## config.mk

```make
export PLATFORM = sky130hd
export DESIGN_NAME = dir_sharer_top
export DESIGN_NICKNAME = d
export VERILOG_FILES = /design/src/rtl/dir_pkg.sv /design/src/rtl/dir_ctrl.sv /design/src/rtl/dir_datapath.sv /design/src/rtl/dir_sharer_top.sv
export SDC_FILE = /design/constraint.sdc
export NUM_CORES = 1
export LEC_CHECK = 0
export BUFFER_PORTS_ARGS = -buffer_cell sky130_fd_sc_hd__buf_2
export CAP_MARGIN = 20
export CORE_UTILIZATION = 35
export DETAILED_ROUTE_END_ITERATION = 16
export PLACE_DENSITY_LB_ADDON = 0.15
export SETUP_SLACK_MARGIN = 0.02
export SLEW_MARGIN = 25
export SYNTH_ARGS = -nofsm -noshare
export SYNTH_HDL_FRONTEND = slang
export SYNTH_SLANG_ARGS = --single-unit
```

## constraint.sdc

```tcl
create_clock -name clk -period 4.23 [get_ports clk]
set_clock_uncertainty 0.2 [all_clocks]
set_input_delay 0.846 -clock clk [delete_from_list [all_inputs] [get_ports clk]]
set_output_delay 0.846 -clock clk [all_outputs]
set_load 0.05 [all_outputs]
```

## src/rtl/dir_pkg.sv

```systemverilog
package dir_pkg;
  typedef enum logic [1:0] {
    OP_LOAD  = 2'd0,
    OP_STORE = 2'd1,
    OP_EVICT = 2'd2,
    OP_NONE  = 2'd3
  } dirOpE;

  // strobes from control to datapath
  typedef struct packed {
    logic accept;
    logic invLoad;
    logic invClear;
  } dirStrobeS;
endpackage

```

## src/rtl/dir_ctrl.sv

```systemverilog
module dir_ctrl
  import dir_pkg::*;
(
  input  logic      clk,
  input  logic      rstN,
  input  logic      reqValid,
  input  logic      invReady,
  input  logic      maskNonZero,
  output logic      reqReady,
  output logic      invValid,
  output dirStrobeS strobes
);
  // a held invalidation blocks intake
  assign reqReady = !(invValid && !invReady);

  always_comb begin
    strobes.accept   = reqValid && reqReady;
    strobes.invLoad  = strobes.accept && maskNonZero;
    strobes.invClear = invValid && invReady && !strobes.invLoad;
  end

  always_ff @(posedge clk or negedge rstN) begin
    if (!rstN)                 invValid <= 1'b0;
    else if (strobes.invLoad)  invValid <= 1'b1;
    else if (strobes.invClear) invValid <= 1'b0;
  end
endmodule

```

## src/rtl/dir_datapath.sv

```systemverilog
module dir_datapath
  import dir_pkg::*;
#(
  parameter int NUM_CORES = 8,
  parameter int LINE_AW   = 6,
  localparam int CORE_W   = $clog2(NUM_CORES),
  localparam int DEPTH    = 1 << LINE_AW
) (
  input  logic                 clk,
  input  logic                 rstN,
  input  dirStrobeS            strobes,
  input  logic [1:0]           reqOp,
  input  logic [CORE_W-1:0]    reqCore,
  input  logic [LINE_AW-1:0]   reqLine,
  output logic                 maskNonZero,
  output logic [NUM_CORES-1:0] invMask,
  output logic [LINE_AW-1:0]   invLine
);
  logic [NUM_CORES-1:0] rows [DEPTH];
  logic [NUM_CORES-1:0] curSharers;
  logic [NUM_CORES-1:0] nextSharers;
  logic [NUM_CORES-1:0] sendMask;
  logic [NUM_CORES-1:0] coreBit;

  // one presence vector per line
  for (genvar g = 0; g < DEPTH; g++) begin : g_row
    logic [NUM_CORES-1:0] row;
    always_ff @(posedge clk or negedge rstN) begin
      if (!rstN) row <= '0;
      else if (strobes.accept && reqLine == LINE_AW'(g)) row <= nextSharers;
    end
    assign rows[g] = row;
  end

  assign curSharers = rows[reqLine];

  for (genvar c = 0; c < NUM_CORES; c++) begin : g_bit
    assign coreBit[c] = (reqCore == CORE_W'(c));
  end

  always_comb begin
    nextSharers = curSharers;
    sendMask    = '0;
    unique case (dirOpE'(reqOp))
      OP_LOAD:  nextSharers = curSharers | coreBit;
      OP_STORE: begin
        sendMask    = curSharers & ~coreBit;
        nextSharers = curSharers & coreBit;
      end
      OP_EVICT: begin
        sendMask    = curSharers;
        nextSharers = '0;
      end
      default: ;
    endcase
  end

  assign maskNonZero = |sendMask;

  always_ff @(posedge clk or negedge rstN) begin
    if (!rstN) begin
      invMask <= '0;
      invLine <= '0;
    end else if (strobes.invLoad) begin
      invMask <= sendMask;
      invLine <= reqLine;
    end
  end
endmodule

```

## src/rtl/dir_sharer_top.sv

```systemverilog
module dir_sharer_top
  import dir_pkg::*;
#(
  parameter int NUM_CORES = 8,
  parameter int LINE_AW   = 6,
  localparam int CORE_W   = $clog2(NUM_CORES)
) (
  input  logic                 clk,
  input  logic                 rstN,
  input  logic                 reqValid,
  output logic                 reqReady,
  input  logic [1:0]           reqOp,
  input  logic [CORE_W-1:0]    reqCore,
  input  logic [LINE_AW-1:0]   reqLine,
  output logic                 invValid,
  input  logic                 invReady,
  output logic [NUM_CORES-1:0] invMask,
  output logic [LINE_AW-1:0]   invLine
);
  dirStrobeS strobes;
  logic      maskNonZero;

  dir_ctrl i_ctrl (
    .clk(clk), .rstN(rstN), .reqValid(reqValid), .invReady(invReady),
    .maskNonZero(maskNonZero), .reqReady(reqReady), .invValid(invValid),
    .strobes(strobes)
  );

  dir_datapath #(.NUM_CORES(NUM_CORES), .LINE_AW(LINE_AW)) i_dp (
    .clk(clk), .rstN(rstN), .strobes(strobes), .reqOp(reqOp),
    .reqCore(reqCore), .reqLine(reqLine), .maskNonZero(maskNonZero),
    .invMask(invMask), .invLine(invLine)
  );
endmodule

```

Word level (Yosys, flattened, before mapping)
Index checks and enable logic that the tools add are counted.
{"block": "classes", "bitwise": 5, "eq_ne": 72, "add_sub_neg": 0, "n_shift": 0, "mul": 0, "n_reduce_logical": 77, "order_cmp": 1, "mux": 7, "div": 0}
{"operator": "6-bit == test (second input constant)", "count": 32}
{"operator": "6-bit by 5-bit == test with 1-bit output (second input constant)", "count": 16}
{"operator": "1-bit logical AND", "count": 69}
{"operator": "8-bit binary-select mux with 6-bit select", "count": 1}
{"operator": "6-bit by 4-bit == test with 1-bit output (second input constant)", "count": 8}
{"operator": "6-bit by 3-bit == test with 1-bit output (second input constant)", "count": 4}
{"operator": "8-bit case mux with 3 select lines", "count": 1}
{"operator": "8-bit bitwise AND", "count": 2}
{"operator": "8-bit two-way mux", "count": 2}
{"operator": "8-bit case mux with 2 select lines", "count": 1}
{"operator": "3-bit == test (second input constant)", "count": 4}
{"operator": "6-bit by 2-bit == test with 1-bit output (second input constant)", "count": 2}
{"operator": "8-bit inverter", "count": 1}
{"operator": "8-bit bitwise OR", "count": 1}
{"operator": "8-bit OR reduction", "count": 1}
{"operator": "7-bit greater-or-equal comparator (second input constant)", "count": 1}
{"operator": "6-bit inverter with 7-bit output", "count": 1}
{"operator": "3-bit by 2-bit == test with 1-bit output (second input constant)", "count": 2}
{"operator": "6-bit by 1-bit == test with 1-bit output (second input constant)", "count": 1}
{"operator": "6-bit zero test", "count": 1}
{"operator": "3-bit by 1-bit == test with 1-bit output (second input constant)", "count": 1}
{"operator": "1-bit zero test", "count": 3}
{"operator": "3-bit zero test", "count": 1}
{"operator": "2-bit by 1-bit == test with 1-bit output (second input constant)", "count": 1}
{"operator": "4 further kinds", "count": 5}
{"block": "word_totals", "word_cells": 229, "ff_bits": 527, "in_bits": 15, "rom_bits": 0, "n_memories": 0, "out_inout_bits": 16, "latch_bits": 0, "mem_bits_rw": 0}

Longest topological paths before layout
{"block": "depth", "depth_word": 12, "depth_mapped": 15}

Cells and area by module
From an unflattened synthesis, not the netlist that was laid out.
{"block": "hier_totals", "hier_cells": 2344, "hier_area_um2": 23955.5}
{"mod": "dir_datapath", "instances": 1, "cells_each": 2337, "area_per_inst_um2": 23880.4}
{"mod": "dir_ctrl", "instances": 1, "cells_each": 7, "area_per_inst_um2": 75.1}

Worst setup path before layout
No wires, ideal clock.
{"block": "synth_timing", "path_kind": "input to register", "start": "in reqLine[1]", "end": "reg i_dp.invLine[3]", "n_path_buf": 4, "setup_ps": 125, "arrival_ps": 3827, "slack_ps": 78, "path_stages": 13, "cell_sequence": "buf_6 -> buf_2 -> buf_2 -> mux4_2 -> mux4_2 -> nand2_1 -> nand3_1 -> o31ai_1 -> a21boi_0 -> o21a_1 -> o21ai_4 -> buf_6 -> mux2_4"}
{"block": "synth_between", "elab_chain_cells": 8}
{"element": "start, declared", "line_no": "dir_sharer_top.sv:14", "text": "input logic [LINE_AW-1:0] reqLine,"}
{"element": "6-bit inverter with 7-bit output (implied by the code) (*)", "line_no": "dir_datapath.sv:35", "text": "assign curSharers = rows[reqLine];"}
{"element": "8-bit binary-select mux with 6-bit select (*)", "line_no": "dir_datapath.sv:35"}
{"element": "8-bit two-way mux (implied by the code) (*) (2 in series)", "line_no": "dir_datapath.sv:35"}
{"element": "8-bit bitwise AND", "line_no": "dir_datapath.sv:47", "text": "sendMask = curSharers & ~coreBit;"}
{"element": "8-bit case mux with 2 select lines (*)", "line_no": "dir_datapath.sv:44", "text": "unique case (dirOpE'(reqOp))"}
{"element": "8-bit OR reduction (*)", "line_no": "dir_datapath.sv:58", "text": "assign maskNonZero = |sendMask;"}
{"element": "1-bit logical AND (*)", "line_no": "dir_ctrl.sv:18", "text": "strobes.invLoad = strobes.accept && maskNonZero;"}
{"element": "end signal, assigned", "line_no": "dir_datapath.sv:66", "text": "invLine <= reqLine;"}
{"element": "end, declared", "line_no": "dir_datapath.sv:17", "text": "output logic [LINE_AW-1:0] invLine"}
Mark *: on every way between the ends. The rest lies on a longest branch, timed or not. The select of a mux whose other input is x is not followed.
A chain may end at the register's enable or synchronous reset.

Worst setup path in the final report
{"block": "layout_timing", "start": "in reqLine[1]", "end": "reg i_dp.invLine[5]"}
The elaborated chain is that of the path after synthesis.

==> metrics.log <==
INFO  metric grt_pass1_wl = 108,000 um
INFO  metric vias_post_dr = 17,000
INFO  metric leading_cell_types_by_total_area_after_synthesis = sky130_fd_sc_hd__dfrtp_1 (56%), sky130_fd_sc_hd__mux4_2 (10%), sky130_fd_sc_hd__o21ai_0 (5.9%)
INFO  metric ys_seq_elements = roughly 530
INFO  metric antenna_nets_post_route = 0
INFO  metric io_buffer_count = 30
INFO  metric outcome = finished, final reports clean
INFO  metric power.combinational.fraction = between 10% and 20%
INFO  metric worst_hold_path_type = flip-flop to flip-flop
INFO  metric endpoint_kind = flip-flop
INFO  metric synth.yosys.warnings = 0
INFO  metric final_standard_cell_count_with_taps_included_and_fillers_excluded = 3,243
INFO  metric synth_top_area_share = between 50% and 60%
INFO  metric dp.final_hpwl = between 40,000 and 50,000 um
INFO  metric rsz0062_at_grt = false
INFO  metric initial_core_util = a little over a third
INFO  metric place.detailed.instances = ~3,100
INFO  metric finalWorstPathRequiredPeriod = 3.98 ns
INFO  metric pwr_density_cell = 487 nW/um2
INFO  metric maxSlewViolCount = 0
INFO  metric slew_headroom = about 34%
INFO  metric clk_path_buf_depth = 3
INFO  metric synth-simple-area-share = roughly an eighth
INFO  metric clkSinkCount = approximately 530
INFO  metric dominantRegCellSynth = sky130_fd_sc_hd__dfrtp_1
INFO  metric vdd_drop_max = 0.000272 V
INFO  metric syn2layout_area_growth = 17.8%
INFO  metric cts_htree_levels = 2
INFO  metric synthesis.nets = about 2,300
INFO  metric synth_sequential_area_ratio = between 50% and 60%
INFO  metric setup_viol = 0
INFO  metric dp_worst_setup_slack = -0.443 ns
INFO  metric critPathRequiredTime = 4.52 ns
INFO  metric weighted_congestion_reported_at_the_end_of_routability_driven_placement = 0.869
INFO  metric worst_slack = approximately 0.25 ns
INFO  metric worstMarginPinSlew = between 0.9 and 1 ns
INFO  metric netlist_instances = around 2,300
INFO  metric share_clk_of_total_power = 38.4%
INFO  metric std_cell_rows = 94
INFO  metric cts_inserted_buffers = 60
INFO  metric drt_drc_violations_left = 0
INFO  metric postSynthAreaPerCell = approximately 10 um2
INFO  metric total_gr_overflow = 0
INFO  metric yosys.area.top_type = sky130_fd_sc_hd__dfrtp_1
INFO  metric most_common_cell_after_layout_fill_and_taps_aside = sky130_fd_sc_hd__dfrtp_1
INFO  metric clock-root-buffer = sky130_fd_sc_hd__clkbuf_16
INFO  metric fin_worst_hold_slack = around 0.27 ns
INFO  metric synth-xor-area-share = 0%
INFO  metric max_clock_freq = ~250 MHz
INFO  metric post-route-util = 41.9%
INFO  metric core_area = around 66,000 um2
INFO  metric switching_power = 0.00371 W
INFO  metric worst_setup_path_start_kind = primary input
INFO  metric drt-vias-per-instance = about 5.3
INFO  metric period_share = 94.1%
INFO  metric leakage_power = around 12 nW
INFO  metric drt-total-wl = roughly 69,000 um
INFO  metric layout.cells.most_common_list = sky130_fd_sc_hd__dfrtp_1 (527), sky130_fd_sc_hd__nand2_1 (337), sky130_fd_sc_hd__nor2_1 (295), sky130_fd_sc_hd__o21ai_0 (275), sky130_fd_sc_hd__a21oi_1 (269)
INFO  metric data_arrival_time_of_the_worst_path = ~4.3 ns
INFO  metric finalHoldViolCount = 0
INFO  metric drt_iter0_drc = about 1,300
INFO  metric antenna_cells = 0
INFO  metric die_width = roughly 260 um
INFO  metric synth_fa_ha_area_share = less than 1%
INFO  metric drt_wl_cell = 21.3 um
INFO  metric synth.cell_area = roughly 24,000 um2
INFO  metric drive_gt1_share = 18.2%
INFO  metric synth_top_family_by_area = compound AO/OA/AOI/OAI gates
INFO  metric fillers = ~6,300
INFO  metric cts_tree = done
INFO  metric synth_edf_count = 0
INFO  metric nNetsFinal = 2,349
INFO  metric largest_net_degree_at_the_start_of_global_routing = about 110
INFO  metric floorplan.die.height = 262 um
INFO  metric first_global_vias = between 15,000 and 20,000
INFO  metric worstSetupPathType = primary input to flip-flop
INFO  metric muxShareOfSynthArea = between 10% and 20%
INFO  metric max-cap-violations = 0
INFO  metric postSynth.asyncResetShare = 100%
INFO  metric power.sequential.fraction = a little under half
INFO  metric design.die.area = between 60,000 and 70,000 um2
INFO  metric cts.clk_slew.worst_paths = around 0.050 ns
INFO  metric clock_insertion_delay_worst_skew = slightly above 0.6 ns
INFO  metric power.switching_fraction = ~27%
INFO  metric grtUsageTotal = between 20% and 30%
INFO  metric post_cts_buffers = 0
INFO  metric synth_cell_types = 60
INFO  metric top_level_ports = 31
INFO  metric synth_compound_area_share = 14.6%
INFO  metric grt_antenna_before_repair = 0
INFO  metric worst-path-max-fanout = 20
INFO  metric cell_internal_pwr = 0.00981 W
INFO  metric detail_route.first_pass.iterations = 5
synth_stat cells (9+ instances only):
library cell / instances
sky130_fd_sc_hd__mux2_2: 12
sky130_fd_sc_hd__dfrtp_1: 527
sky130_fd_sc_hd__nor2b_1: 10
sky130_fd_sc_hd__a21oi_1: 274
sky130_fd_sc_hd__o21ai_0: 276
sky130_fd_sc_hd__buf_2: 26
sky130_fd_sc_hd__nand2_1: 337
sky130_fd_sc_hd__nor3_1: 20
sky130_fd_sc_hd__a22o_1: 9
sky130_fd_sc_hd__a22oi_1: 23
sky130_fd_sc_hd__clkbuf_1: 140
sky130_fd_sc_hd__nand3_1: 17
sky130_fd_sc_hd__mux4_2: 109
sky130_fd_sc_hd__mux2i_1: 62
sky130_fd_sc_hd__nor2_1: 295
state kept, by name, summed over array words and instances, names as in the netlist:
register / flops
i_dp.invMask: 8
i_dp.g_row.row: 512
i_dp.invLine: 6
i_ctrl.invValid: 1
final cells by class:
| type | count | area, um2 | share of cell area [%] |
|---|---|---|---|
| tap | 864 | 1080 | 3.89 |
| clock inverter | 16 | 189 | 0.680 |
| sequential | 527 | 13200 | 47.5 |
| timing repair buffer | 200 | 1840 | 6.64 |
| multi-input combinational | 1533 | 9660 | 34.8 |
| clock buffer | 95 | 1780 | 6.42 |
| inverter | 8 | 30.0 | 0.108 |
what timing repair did:
item | CTS | global route
endpoints found under the hold margin | 40 | 0
setup endpoints to repair | 0 | 3
hold buffers | 1 | 0
gates resized for setup | 0 | 1
worst paths after layout:
kind / to / from / cells after the start / slack [ns]
max reg2reg: i_dp.invLine[5]$_DFFE_PN0P_ / i_dp.g_row[59].row[1]$_DFFE_PN0P_ / 10 / 0.60
max in group asynchronous: i_dp.g_row[57].row[0]$_DFFE_PN0P_ / rstN / 3 / 2.19
min in group asynchronous: i_dp.g_row[36].row[2]$_DFFE_PN0P_ / rstN / 2 / 0.56
max: i_dp.invLine[5]$_DFFE_PN0P_ / reqLine[1] / 12 / 0.25
min: i_dp.g_row[1].row[4]$_DFFE_PN0P_ / i_dp.g_row[1].row[4]$_DFFE_PN0P_ / 2 / 0.27
min reg2reg: i_dp.g_row[1].row[4]$_DFFE_PN0P_ / i_dp.g_row[1].row[4]$_DFFE_PN0P_ / 2 / 0.27
power by group through the flow:
stage	Clock, W	Sequential (W)	Combinational, W
floorplan	0	0.00625	0.00130
global placement	0	0.00619	0.00217
detailed placement	0	0.00621	0.00222
CTS	0.00533	0.00613	0.00223
global route	0.00554	0.00622	0.00244
finish	0.00520	0.00613	0.00221
worst max-delay path: stages:
cell	delay, ns
sky130_fd_sc_hd__clkbuf_8	0.28
sky130_fd_sc_hd__buf_12	0.21
sky130_fd_sc_hd__mux4_2	0.50
sky130_fd_sc_hd__mux2_2	0.30
sky130_fd_sc_hd__o22ai_1	0.29
sky130_fd_sc_hd__o21ai_1	0.24
sky130_fd_sc_hd__o31ai_1	0.18
sky130_fd_sc_hd__nor3b_1	0.12
sky130_fd_sc_hd__or4_4	0.58
sky130_fd_sc_hd__o21ai_4	0.19
sky130_fd_sc_hd__buf_12	0.15
sky130_fd_sc_hd__mux2_2	0.33
cells by family (layout without fill, tap and decap cells):
| logic type | count (synthesis) | after routing |
|---|---|---|
| AOI/OAI and AO/OA | 636 | 636 |
| adders and majority gates | 4 | 4 |
| buffers and inverters | 193 | 319 |
| DFF | 527 | 527 |
| muxes | 185 | 185 |
| and+or+nand+nor | 708 | 708 |
per-stage QoR:
step	cell area, um2	total power, W	TNS (ns)
after CTS	27800	0.0137	0
after global routing	27800	0.0142	0
final	27800	0.0135	0
after detailed placement	25800	0.00844	-15.66
after global placement	25800	0.00836	-11.02
after floorplan	23600	0.00755	0
routing by layer:
metal  vias to the layer above  track usage [%]  part of all wire (%)
li1                       8037                -                     -
met1                      8512             30.1                    47
met2                       387             32.9                    46
met3                       109             2.72                   4.2
met4                         0             6.30                   2.8
met5                         -                0                     0
(Power assumes the default switching activity.)
